==> src/rtl/flash_win_pkg.sv <==
package flash_win_pkg;
  parameter int HADDR_W = 32;
  parameter int FADDR_W = 24;
  parameter int BASE_W  = 16;
  parameter int DATA_W  = 32;
  parameter int SZC_W   = 3;
  localparam int LOW_W  = HADDR_W - BASE_W;

  localparam logic [7:0] OP_READ  = 8'h03;
  localparam logic [7:0] OP_FREAD = 8'h0B;
  localparam logic [7:0] OP_PROG  = 8'h02;
  localparam logic [7:0] OP_AAI   = 8'hAD;

  typedef enum logic [1:0] {ST_IDLE, ST_ISSUE, ST_WAIT, ST_RESP} br_state_e;

  typedef struct packed {
    logic [7:0]         opcode;
    logic [FADDR_W-1:0] addr;
    logic [2:0]         count;
    logic               dummy;
    logic [DATA_W-1:0]  wdata;
  } cmd_desc_t;
endpackage

==> src/rtl/flash_win_decode.sv <==
module flash_win_decode
  import flash_win_pkg::*;
#(
  parameter int MIN_WIN_LOG2 = 20
) (
  input  logic [BASE_W-1:0]  base_i,
  input  logic [SZC_W-1:0]   size_i,
  input  logic [HADDR_W-1:0] addr_i,
  output logic               hit_o,
  output logic [FADDR_W-1:0] faddr_o
);
  localparam int MAX_CODE = FADDR_W - MIN_WIN_LOG2;

  logic [SZC_W-1:0] code_c;
  logic [HADDR_W:0] start_w, span_w, end_w, addr_w;

  always_comb begin
    code_c  = (int'(size_i) > MAX_CODE) ? SZC_W'(MAX_CODE) : size_i;
    start_w = {1'b0, base_i, LOW_W'(0)};
    span_w  = (HADDR_W+1)'(1) << (MIN_WIN_LOG2 + int'(code_c));
    end_w   = start_w + span_w;  // 33-bit end: no wrap at top of space
    addr_w  = {1'b0, addr_i};
    hit_o   = (addr_w >= start_w) && (addr_w < end_w);
    faddr_o = addr_i[FADDR_W-1:0] - {base_i[FADDR_W-LOW_W-1:0], LOW_W'(0)};
  end
endmodule

==> src/rtl/flash_win_req_check.sv <==
module flash_win_req_check
  import flash_win_pkg::*;
(
  input  logic       write_i,
  input  logic       fwh_i,
  input  logic [1:0] size_i,
  input  logic       rd_fast_i,
  input  logic [1:0] wr_mode_i,
  output logic       legal_o,
  output logic [7:0] opcode_o,
  output logic       dummy_o,
  output logic [2:0] count_o
);
  always_comb begin
    legal_o = fwh_i ? (size_i != 2'd3) : (size_i == 2'd0);
    count_o = 3'd1 << size_i;
    dummy_o = 1'b0;
    if (write_i) begin
      opcode_o = (wr_mode_i == 2'd2) ? OP_AAI : OP_PROG;
    end else if (rd_fast_i) begin
      opcode_o = OP_FREAD;
      dummy_o  = 1'b1;
    end else begin
      opcode_o = OP_READ;
    end
  end
endmodule

==> src/rtl/flash_win_ctrl.sv <==
module flash_win_ctrl
  import flash_win_pkg::*;
(
  input  logic              clk_i,
  input  logic              rst_ni,
  input  logic              req_valid_i,
  input  logic              accept_i,
  input  cmd_desc_t         desc_i,
  input  logic              cmd_ready_i,
  input  logic              eng_done_i,
  input  logic [DATA_W-1:0] eng_rdata_i,
  output cmd_desc_t         desc_o,
  output logic              cmd_valid_o,
  output logic              host_wait_o,
  output logic              host_ack_o,
  output logic [DATA_W-1:0] host_rdata_o
);
  br_state_e st_q;

  always_ff @(posedge clk_i or negedge rst_ni) begin
    if (!rst_ni) begin
      st_q         <= ST_IDLE;
      desc_o       <= '0;
      host_rdata_o <= '0;
    end else begin
      unique case (st_q)
        ST_IDLE: if (req_valid_i && accept_i) begin
          desc_o <= desc_i;
          st_q   <= ST_ISSUE;
        end
        ST_ISSUE: if (cmd_ready_i) st_q <= ST_WAIT;
        ST_WAIT: if (eng_done_i) begin
          host_rdata_o <= eng_rdata_i;
          st_q         <= ST_RESP;
        end
        ST_RESP: st_q <= ST_IDLE;
        default: st_q <= ST_IDLE;
      endcase
    end
  end

  assign cmd_valid_o = (st_q == ST_ISSUE);
  assign host_wait_o = (st_q == ST_ISSUE) || (st_q == ST_WAIT);
  assign host_ack_o  = (st_q == ST_RESP);
endmodule

==> src/rtl/flash_win_bridge.sv <==
module flash_win_bridge
  import flash_win_pkg::*;
#(
  parameter int MIN_WIN_LOG2 = 20
) (
  input  logic               clk_i,
  input  logic               rst_ni,
  input  logic [BASE_W-1:0]  cfg_base_i,
  input  logic [SZC_W-1:0]   cfg_size_i,
  input  logic               cfg_rd_fast_i,
  input  logic [1:0]         cfg_wr_mode_i,
  input  logic               req_valid_i,
  input  logic [HADDR_W-1:0] req_addr_i,
  input  logic               req_write_i,
  input  logic               req_fwh_i,
  input  logic [1:0]         req_size_i,
  input  logic [DATA_W-1:0]  req_wdata_i,
  output logic               host_wait_o,
  output logic               host_ack_o,
  output logic [DATA_W-1:0]  host_rdata_o,
  output logic               cmd_valid_o,
  input  logic               cmd_ready_i,
  output logic [7:0]         cmd_opcode_o,
  output logic [FADDR_W-1:0] cmd_addr_o,
  output logic [2:0]         cmd_count_o,
  output logic               cmd_dummy_o,
  output logic [DATA_W-1:0]  cmd_wdata_o,
  input  logic               eng_done_i,
  input  logic [DATA_W-1:0]  eng_rdata_i
);
  logic               hit, legal, dummy;
  logic [FADDR_W-1:0] faddr;
  logic [7:0]         opcode;
  logic [2:0]         count;
  cmd_desc_t          desc_d, desc_q;

  flash_win_decode #(.MIN_WIN_LOG2(MIN_WIN_LOG2)) u_decode (
    .base_i (cfg_base_i),
    .size_i (cfg_size_i),
    .addr_i (req_addr_i),
    .hit_o  (hit),
    .faddr_o(faddr)
  );

  flash_win_req_check u_check (
    .write_i  (req_write_i),
    .fwh_i    (req_fwh_i),
    .size_i   (req_size_i),
    .rd_fast_i(cfg_rd_fast_i),
    .wr_mode_i(cfg_wr_mode_i),
    .legal_o  (legal),
    .opcode_o (opcode),
    .dummy_o  (dummy),
    .count_o  (count)
  );

  always_comb begin
    desc_d.opcode = opcode;
    desc_d.addr   = faddr;
    desc_d.count  = count;
    desc_d.dummy  = dummy;
    desc_d.wdata  = req_wdata_i;
  end

  flash_win_ctrl u_ctrl (
    .clk_i       (clk_i),
    .rst_ni      (rst_ni),
    .req_valid_i (req_valid_i),
    .accept_i    (hit && legal),
    .desc_i      (desc_d),
    .cmd_ready_i (cmd_ready_i),
    .eng_done_i  (eng_done_i),
    .eng_rdata_i (eng_rdata_i),
    .desc_o      (desc_q),
    .cmd_valid_o (cmd_valid_o),
    .host_wait_o (host_wait_o),
    .host_ack_o  (host_ack_o),
    .host_rdata_o(host_rdata_o)
  );

  assign cmd_opcode_o = desc_q.opcode;
  assign cmd_addr_o   = desc_q.addr;
  assign cmd_count_o  = desc_q.count;
  assign cmd_dummy_o  = desc_q.dummy;
  assign cmd_wdata_o  = desc_q.wdata;
endmodule

==> config.mk <==
export PLATFORM = sky130hd
export DESIGN_NAME = flash_win_bridge
export DESIGN_NICKNAME = d
export VERILOG_FILES = /design/src/rtl/flash_win_pkg.sv /design/src/rtl/flash_win_decode.sv /design/src/rtl/flash_win_req_check.sv /design/src/rtl/flash_win_ctrl.sv /design/src/rtl/flash_win_bridge.sv
export SDC_FILE = /design/constraint.sdc
export NUM_CORES = 1
export LEC_CHECK = 0
export ABC_CLOCK_PERIOD_IN_PS = 1800
export BUFFER_PORTS_ARGS = -buffer_cell sky130_fd_sc_hd__buf_2
export CORE_MARGIN = 4
export CORE_UTILIZATION = 44
export DETAILED_ROUTE_END_ITERATION = 10
export PLACE_DENSITY = 0.78
export SYNTH_ARGS = -nofsm -noshare
export SYNTH_HDL_FRONTEND = slang
export SYNTH_SLANG_ARGS = --single-unit
==> constraint.sdc <==
create_clock -name clk_i -period 1.8 [get_ports clk_i]
set_clock_uncertainty 0.2 [all_clocks]
set_input_delay 0.18 -clock clk_i [delete_from_list [all_inputs] [get_ports clk_i]]
set_output_delay 0.18 -clock clk_i [all_outputs]
set_load 0.02 [all_outputs]
; After elaboration in Yosys (flattened, before gate mapping)
; Index checks and enable logic that the tools add are counted.
[totals]
out_inout_bits = 103
regBits = 102
wordCells = 43
[op_classes]
mux = 11
shift = 2
eq_ne = 8
magnitude_cmp = 3
reduce_logical = 9
add_sub_neg = 3
[ops]
columns = op, count
row1 = $add 32x33->33, 1
row2 = $lt 32x33->1, 1
row3 = $shl 1x32->33 const A, 1
row4 = $ge 32x32->1, 1
row5 = $sub 24x24->24, 1
row6 = $mux 8, 2
row7 = $pmux 2 s4, 1
row8 = $add 5x3->6 const A, 1
row9 = $eq 2x2->1 const B, 3
row10 = $mux 2, 3
row11 = $logic_not 2->1, 2
row12 = $mux 4, 1
row13 = $ne 2x1->1 const B, 2
row14 = $ne 2x2->1 const B, 2
row15 = $reduce_and 2->1, 2
row16 = $gt 3x3->1 const B, 1
row17 = $logic_and 1x1->1, 3
row18 = $mux 1, 3
row19 = $mux 3, 1
row20 = $reduce_and 3->1, 1
row21 = $shl 1x2->3 const A, 1
row22 = $eq 2x1->1 const B, 1
row23 = $logic_or 1x1->1, 1

; Longest topological paths before layout
; Gate-level depths: netlist of run 1.
[depth]
depth_word = 11
mapped_depth = 18
ltp_nobuf = 16

; Modules after synthesis
; From an unflattened synthesis of run 1, not the netlist that was laid out.
[unflattened]
cells_unflattened = 469
area_unflattened_um2 = 5754.3
[by_module_without_submodules]
columns = module, seq_area_each_um2, instances, cells_each, area_per_inst_um2
row1 = flash_win_ctrl, 2552.4, 1, 226, 3933.8
row2 = flash_win_decode, 0.0, 1, 224, 1717.9
row3 = flash_win_req_check, 0.0, 1, 18, 96.3
row4 = flash_win_bridge, 0.0, 1, 1, 6.3

; Worst setup path after synthesis of run 1
; Ideal clock, no wire load.
[synth_timing]
path_type = input to register
from = input port cfg_size_i[0]
to = register u_ctrl.desc_o[36] in the netlist's numbering
t_required_ns = 1.473
slack_ns = -2.317
arrival_time_ns = 3.789
setup_ns = 0.127
path_buffers = 2
path_stages = 18
path_cell_list = nor3_1 ha_1 o21ai_0 a31oi_1 o41a_1 a21o_1 a21oi_1 xor2_1 ha_1 a211o_1 o211ai_1 a21oi_1 o31a_1 a221o_1 nor2_4 buf_6 buf_6 mux2_1
[synth_via]
elab_chain_len = 10
[synth_rtl]
columns = element, line
row1 = start: declaration, flash_win_bridge.sv:9  ; input logic [SZC_W-1:0] cfg_size_i,
row2 = $gt 3x3->1, flash_win_decode.sv:18  ; code_c = (int'(size_i) > MAX_CODE) ? SZC_W'(MAX_CODE) : size_i;
row3 = $mux 3 (*), flash_win_decode.sv:18
row4 = $add 5x3->6 (*), flash_win_decode.sv:20  ; span_w = (HADDR_W+1)'(1) << (MIN_WIN_LOG2 + int'(code_c));
row5 = $shl 1x32->33 (*), flash_win_decode.sv:20
row6 = $add 32x33->33 (*), flash_win_decode.sv:21  ; end_w = start_w + span_w;
row7 = $lt 32x33->1 (*), flash_win_decode.sv:23  ; hit_o = (addr_w >= start_w) && (addr_w < end_w);
row8 = $logic_and 1x1->1 (*), flash_win_decode.sv:23
row9 = $logic_and 1x1->1 (*), flash_win_bridge.sv:69  ; .accept_i (hit && legal),
row10 = $logic_and 1x1->1 (*), flash_win_ctrl.sv:27  ; ST_IDLE: if (req_valid_i && accept_i) begin
row11 = $reduce_and 2->1 (no source line) (*), n/a
row12 = end signal: assignment, flash_win_ctrl.sv:28  ; desc_o <= desc_i;
row13 = end: declaration, flash_win_ctrl.sv:12  ; output cmd_desc_t desc_o,
; Mark *: on every way between the ends. The rest lies on a longest branch, timed or not.
; A chain may end at the register's enable or synchronous reset.

; Worst setup path after layout of run 1
[layout_timing]
from = input port cfg_size_i[0]
to = register u_ctrl.desc_o[1] in the netlist's numbering
; The elaborated chain is that of the path after synthesis.

==> results of run 1 <==
-- flip-flops by register name, summed over array words and instances (netlist names) --
name / count
u_ctrl.desc_o: 64
u_ctrl.host_rdata_o: 32
u_ctrl.st_q: 2
-- metal layers --
metal  part of all wire  wire length (um)
met5                  0                 0
met4              0.045               830
met3              0.060              1100
met2               0.51              9400
met1               0.38              7070
-- final timing paths --
check,endpoint,cells past startpoint,slack (ns),start
worst max-delay path,u_ctrl.desc_o[1],19,-2.13,cfg_size_i[0]
max in group asynchronous,u_ctrl.host_rdata_o[15],3,0.52,rst_ni
min in group asynchronous,u_ctrl.host_rdata_o[13],2,0.16,rst_ni
worst min register to register,u_ctrl.desc_o[37],1,0.29,u_ctrl.desc_o[37]
worst min-delay path,u_ctrl.desc_o[34],4,0.008,req_size_i[0]
worst max register to register,u_ctrl.desc_o[1],7,-0.07,u_ctrl.st_q[0]
-- logic make-up after synthesis --
group | Yosys count
simple gates | 57
compound gates | 77
xor+xnor | 20
buf+inv | 43
mux | 90
fa+ha+maj | 54
other cells | 1
flops | 98
-- through the flow --
step           setup slack (ns)  TNS [ns]  utilization  total power, mW
2_1_floorplan             -2.28   -143.67            -             7.17
3_3_place_gp              -2.54   -163.95        0.614             9.14
3_5_place_dp              -2.60   -166.86        0.614             9.35
4_1_cts                   -2.13   -136.45        0.727             12.0
5_1_grt                   -2.34   -149.51        0.749             13.1
6_report                  -2.13   -135.85        0.749             12.5
-- tightest hold or removal path, cell delays in order --
cell and delay (ns):
buf_2 0.10, inv_1 0.07, buf_4 0.11, o41ai_2 0.06
-- report_power, final --
part | internal, mW | switching (mW) | leakage [nW]
registers | 3.33 | 0.697 | 1.19
clock network | 1.42 | 0.891 | 0.177
logic | 2.81 | 3.37 | 3.24
total | 7.56 | 4.96 | 4.60
-- Yosys cell counts, drive strengths merged, types with 3 or more instances --
| cell type | n |
|---|---|
| a21oi | 20 |
| and3 | 3 |
| ha | 51 |
| nor3 | 5 |
| nand3 | 4 |
| a31oi | 3 |
| o31ai | 8 |
| nand2 | 10 |
| nor2b | 5 |
| o41ai | 3 |
| dfrtp | 98 |
| nand4 | 5 |
| xnor2 | 10 |
| a21o | 5 |
| o21ai | 19 |
| nor2 | 12 |
| o211ai | 3 |
| xor2 | 10 |
| mux2 | 90 |
| buf | 13 |
| inv | 28 |
-- final cells by class --
cell class / count / area share
multi-input combinational: 312 / 0.334
timing repair buffer: 406 / 0.319
sequential: 98 / 0.274
clock buffer: 10 / 0.0267
tap: 147 / 0.0205
clock inverter: 6 / 0.0135
inverter: 28 / 0.0117
antenna: 3 / 0.000838
-- repair_timing --
item	in CTS	in global routing
resized for setup	30	39
cloned	0	3
setup endpoints to repair	66	98
endpoints found under the hold margin	155	0
pin swaps	2	2
setup buffers	2	4
hold buffers	87	0
==> summary.txt, run 1 <==
Status
  • Status: complete, but fails checks
  • Failing checks: negative setup slack

Timing
  • Max-slew violation count: 0
  • Tcrit/Tclk final: 2.18
  • Max Fclk: 255 MHz
  • Crit path time final: 3.93 ns
  • Hold slack final: 0.00825 ns
  • Hold Fails Final Rpt: 0
  • Final setup fails: 66
  • Final WS setup: -2.13 ns
  • RSZ-0062 raised after global routing: yes

Die
  • Core Area: approximately 12000 sq um
  • IO Pins: 230
  • Num rows: 40
  • Die span in y: 119 um
  • Initial Util: 0.449
  • Die area: about 14000 sq um
  • Die W: 119 um

GRT
  • Vias in the first global route: 5784
  • GR Util met3: 0.0684
  • Initial antenna violation count: 3
  • Met2 Resource Use GR: 0.445
  • GRT overflow: 0
  • GR Util met1: 0.278
  • First-pass GRT wire length: 28.3 mm
  • Total track usage: 0.251
  • Largest net degree at the start of global routing: 38
  • Busiest layer in global routing: met2

Logic synthesis
  • Largest family of logic cells by synthesized area: multiplexers
  • Synth Area in Adders: 0.128
  • Top cells by area, synth: dfrtp_1 46%, mux2_2 15%, ha_1 12%
  • EDFF count, synth: 0
  • Compound-Gate Fraction of Synth Area: 0.0959
  • Sequential element share of the synthesized area: 0.456
  • Fraction of registers with async set/reset: 1.00
  • Synth cell types: 50
  • Post-synthesis mux area share: 0.189
  • Top_reg_cell synth: dfrtp_1
  • XOR/XNOR share of the synthesized area: 0.0326
  • Synthesized area per cell: 12.2 sq um
  • Simple-Gate Fraction of Synth Area: 0.0587
  • Mapped cell area: between 5000 and 6000 sq um
  • Share of the synthesized area in the top cell type: 0.456
  • Seq cells post-synth: 98
  • Syn. warnings: 0
  • Biggest area consumer among synthesized cells: dfrtp_1
  • Syn Inst Count: 440

Clock tree
  • TritonCTS Buffers: 9
  • Clk sink count: 98
  • Clk_lat worst skew: ~0.35 ns
  • H-tree depth: 3
  • Clock Pin Slew Worst Setup and Hold Paths: ~0.07 ns
  • CTS tree: built
  • CTS root buf: clkbuf_16
  • Clk buf depth: 2

Detailed routing
  • Vias per cell: 5.17
  • Wirelength per Cell: approximately 18 um
  • Vias: 5217
  • Final antenna-violating net count: 0
  • Initial DRC Count: 252
  • Final WL: 18.4 mm
  • Drt drc: 0
  • DR pass1 iterations: 4

Pwr
  • Static Leak: 4.60 nW
  • PwrDens: 1400 nW/um^2
  • Worst vdd ir: 1.04 mV

Setup path
  • CP Max Fanout: 16
  • Setup CP Type: in -> reg
  • Startpoint class of the critical path: input port
  • Critical path's largest stage delay: 0.39 ns
  • Worst-path cell chain: buf_8 -> nor3_4 -> ha_1 -> o21ai_1 -> a31oi_1 -> o41a_1 -> a21o_1 -> a21oi_2 -> xor2_1 -> ha_1 -> a211o_1 -> o211ai_1 -> a21oi_1 -> o31a_1 -> a221o_1 -> nor2_4 -> buf_12 -> buf_12 -> mux2_2
  • CP Capture Type: register
  • WP buf/inv: 3
  • Family with the most delay on the worst path: compound AO/OA/AOI/OAI gates
  • WP data required: between 1.5 and 2 ns
  • Crit path DAT: a little under 4 ns
  • CP max-delay cell: o41a_1

Final layout
  • Synth-to-layout area growth: 66.7%
  • Register area: 2450 sq um
  • Area occupied by multi-input gates: 2990 sq um
  • Most frequent cells in the layout: 224 x buf_2, 98 x dfrtp_1, 87 x dlygate4sd3_1
  • Final nets: a little over 1k
  • Share of cells above drive strength 1: 0.503
  • Fillers: 768
  • Finished Layout Cells: 1010
  • Commonest non-fill, non-tap cell in the layout: buf_2
  • Fin area: 8960 sq um

Placed design
  • Input/output buffers: approximately 230
  • Hpwl dp: 12.0 mm
  • Cell count after placement: 896
  • GP Congestion: 0.921
  • Post-Place Cell Area: 7340 sq um

Job
  • Max Cap Violations: 0

Worst hold path
  • Worst hold path class: in -> reg
(Power assumes the default switching activity.)
==> run 2, diff against run 1 <==
--- a/config.mk
+++ b/config.mk
@@ -8,9 +8,9 @@
 export ABC_CLOCK_PERIOD_IN_PS = 1800
 export BUFFER_PORTS_ARGS = -buffer_cell sky130_fd_sc_hd__buf_2
 export CORE_MARGIN = 4
-export CORE_UTILIZATION = 44
+export CORE_UTILIZATION = 40
 export DETAILED_ROUTE_END_ITERATION = 10
-export PLACE_DENSITY = 0.78
+export PLACE_DENSITY = 0.72
 export SYNTH_ARGS = -nofsm -noshare
 export SYNTH_HDL_FRONTEND = slang
 export SYNTH_SLANG_ARGS = --single-unit
==> summary.txt, run 2 (synthesis results as in run 1) <==
Clock tree
  • CTS root buf: clkbuf_16 (unchanged)
  • TritonCTS Buffers: 9 (unchanged)
  • Clk sink count: 98 (unchanged)
  • Clk buf depth: 2 (unchanged)
  • CTS tree: built (unchanged)
  • Clk_lat worst skew: 0.33 ns (was 0.35 ns)
  • H-tree depth: 3 (unchanged)
  • Clock Pin Slew Worst Setup and Hold Paths: 0.07 ns (about the same)

GRT
  • GRT overflow: 0 (unchanged)
  • GR Util met3: 0.0490 (was 0.0684)
  • Initial antenna violation count: 0 (was 3)
  • GR Util met1: 0.254 (was 0.278)
  • Total track usage: 0.224 (was 0.251)
  • Met2 Resource Use GR: 0.415 (was 0.445)
  • Busiest layer in global routing: met2 (unchanged)
  • Vias in the first global route: 5560 (was 5784)
  • First-pass GRT wire length: 26.9 mm (was 28.3 mm)
  • Largest net degree at the start of global routing: 55 (was 38)

Timing
  • Hold slack final: 0.0276 ns (was 0.00825 ns)
  • Hold Fails Final Rpt: 0 (unchanged)
  • RSZ-0062 raised after global routing: yes (unchanged)
  • Final setup fails: 66 (unchanged)
  • Tcrit/Tclk final: 2.20 (was 2.18)
  • Max-slew violation count: 0 (unchanged)
  • Final WS setup: -2.16 ns (was -2.13 ns)
  • Crit path time final: 3.96 ns (was 3.93 ns)
  • Sum Neg Setup Slack: -138.06 ns (was -135.85 ns)
  • Max Fclk: 253 MHz (was 255 MHz)

Detailed routing
  • Final antenna-violating net count: 0 (unchanged)
  • Final WL: 18.6 mm (was 18.4 mm)
  • Wirelength per Cell: 18.1 um (was 18.2 um)
  • DR pass1 iterations: 4 (unchanged)
  • Vias: 5143 (was 5217)
  • Drt drc: 0 (unchanged)
  • Vias per cell: 4.99 (was 5.17)
  • Initial DRC Count: 243 (was 252)

Setup path
  • WP data required: 1.82 ns (was 1.83 ns)
  • Crit path DAT: 3.97 ns (was 3.95 ns)
  • Critical path's largest stage delay: 0.38 ns (was 0.39 ns)
  • R2r setup slk: -0.18 ns (was -0.07 ns)
  • Worst-path cell chain: buf_8 -> nor3_4 -> ha_1 -> o21ai_1 -> a31oi_1 -> o41a_1 -> a21o_1 -> a21oi_2 -> xor2_1 -> ha_1 -> a211o_1 -> o211ai_1 -> a21oi_1 -> o31a_1 -> a221o_1 -> nor2_4 -> buf_8 -> clkbuf_16 -> mux2_1 (was buf_8 -> nor3_4 -> ha_1 -> o21ai_1 -> a31oi_1 -> o41a_1 -> a21o_1 -> a21oi_2 -> xor2_1 -> ha_1 -> a211o_1 -> o211ai_1 -> a21oi_1 -> o31a_1 -> a221o_1 -> nor2_4 -> buf_12 -> buf_12 -> mux2_2)
  • CP max-delay cell: o41a_1 (unchanged)
  • WP buf/inv: 3 (unchanged)
  • Setup CP Type: in -> reg (unchanged)
  • CP Capture Type: register (unchanged)
  • CP Max Fanout: 7 (was 16)
  • Startpoint class of the critical path: input port (unchanged)
  • Family with the most delay on the worst path: compound AO/OA/AOI/OAI gates (unchanged)

Die
  • Die span in y: 124 um (was 119 um)
  • Num rows: 42 (was 40)
  • Die W: 124 um (was 119 um)
  • IO Pins: 230 (unchanged)
  • Initial Util: 0.407 (was 0.449)
  • Core Area: 13200 sq um (was 12000 sq um)
  • Die area: 15400 sq um (was 14000 sq um)

Final layout
  • Most frequent cells in the layout: 223 x buf_2, 98 x dfrtp_1, 87 x dlygate4sd3_1 (was 224 x buf_2, 98 x dfrtp_1, 87 x dlygate4sd3_1)
  • Diode count: 0 (was 3)
  • Finished Layout Cells: 1030 (was 1010)
  • Max reg flops: 64 (unchanged)
  • Largest regs: u_ctrl.desc_o (64), u_ctrl.host_rdata_o (32), u_ctrl.st_q (2) (unchanged)
  • Util after Layout: 0.684 (was 0.749)
  • Synth-to-layout area growth: 67.9% (was 66.7%)
  • Largest Register: u_ctrl.desc_o (unchanged)
  • Fin area: 9020 sq um (was 8960 sq um)
  • Fillers: 918 (was 768)
  • Final nets: 1029 (was 1035)
  • Share of cells above drive strength 1: 0.513 (was 0.503)
  • Register area: 2450 sq um (unchanged)
  • Area occupied by multi-input gates: 3040 sq um (was 2990 sq um)
  • Commonest non-fill, non-tap cell in the layout: buf_2 (unchanged)

Placed design
  • Post-Place Cell Area: 7310 sq um (was 7340 sq um)
  • Hpwl dp: 12.1 mm (was 12.0 mm)
  • Input/output buffers: 227 (unchanged)
  • Cell count after placement: 915 (was 896)
  • Pre-CTS WS: -2.65 ns (was -2.60 ns)
  • GP Congestion: 0.897 (was 0.921)

Pwr
  • PwrDens: 1360 nW/um^2 (was 1400 nW/um^2)
  • Int Power: 7.31 mW (was 7.56 mW)
  • Clock group share of total power: 0.154 (was 0.185)
  • Overall power: 12.3 mW (was 12.5 mW)
  • Static Leak: 4.62 nW (was 4.60 nW)
  • Combinational share of power: 0.517 (was 0.494)
  • Sw frac: 0.404 (was 0.396)
  • Worst vdd ir: 1.10 mV (was 1.04 mV)
  • NetSw: 4.95 mW (was 4.96 mW)
  • Sequential share of power: 0.329 (was 0.322)

Status
  • Status: complete, but fails checks (unchanged)
  • Failing checks: negative setup slack (unchanged)

Worst hold path
  • Worst hold path class: in -> reg (unchanged)

Job
  • Max Cap Violations: 0 (unchanged)
## run 2: power by group through the flow
| stage | Clock, mW | Combinational [mW] | Sequential, mW |
|---|---|---|---|
| floorplan | 0 | 1.92 | 5.26 |
| global placement | 0 | 5.26 | 3.87 |
| detailed placement | 0 | 5.41 | 3.93 |
| CTS | 1.93 | 6.01 | 3.95 |
| global route | 2.02 | 6.71 | 4.13 |
| finish | 1.88 | 6.34 | 4.04 |
## run 2: layer usage
| metal | routed length (um) | part of all wire | up-vias |
|---|---|---|---|
| met5 | 0 | 0 | - |
| met4 | 549 | 0.029 | 0 |
| met3 | 1060 | 0.057 | 47 |
| met2 | 9880 | 0.53 | 179 |
| met1 | 7130 | 0.38 | 2512 |
| li1 | - | - | 2405 |
## run 2: timing repair
action                                 in CTS  in global routing
setup endpoints to repair                  66                 98
gates cloned                                3                  5
setup buffers                               4                  0
hold buffers                               86                  1
resized for setup                          66                 19
endpoints found under the hold margin     182                  1
pin swaps                                   2                  1
## run 2: worst register-to-register path, delay by kind of cell (launching register included)
kind / cells / cell delay [ns]
adders and majority gates: 1 / 0.25
buffers and inverters: 4 / 0.54
DFF: 1 / 0.38
muxes: 1 / 0.33
and+or+nand+nor: 1 / 0.15
## run 2: layout make-up
cell class,instances,share of cell area
clock buffer,10,0.0265
clock inverter,6,0.00680
inverter,28,0.0117
multi-input combinational,312,0.337
sequential,98,0.272
tap,176,0.0244
timing repair buffer,400,0.322
## run 2: worst paths after layout
path                                            to         startpoint  cells after the start
setup reg to reg                 u_ctrl.desc_o[47]     u_ctrl.st_q[0]                      7
hold / removal                   u_ctrl.desc_o[34]      req_size_i[0]                      4
min in group asynchronous  u_ctrl.host_rdata_o[12]             rst_ni                      3
max in group asynchronous        u_ctrl.desc_o[57]             rst_ni                      3
hold reg to reg                  u_ctrl.desc_o[33]  u_ctrl.desc_o[33]                      2
setup / recovery                 u_ctrl.desc_o[47]      cfg_size_i[0]                     19
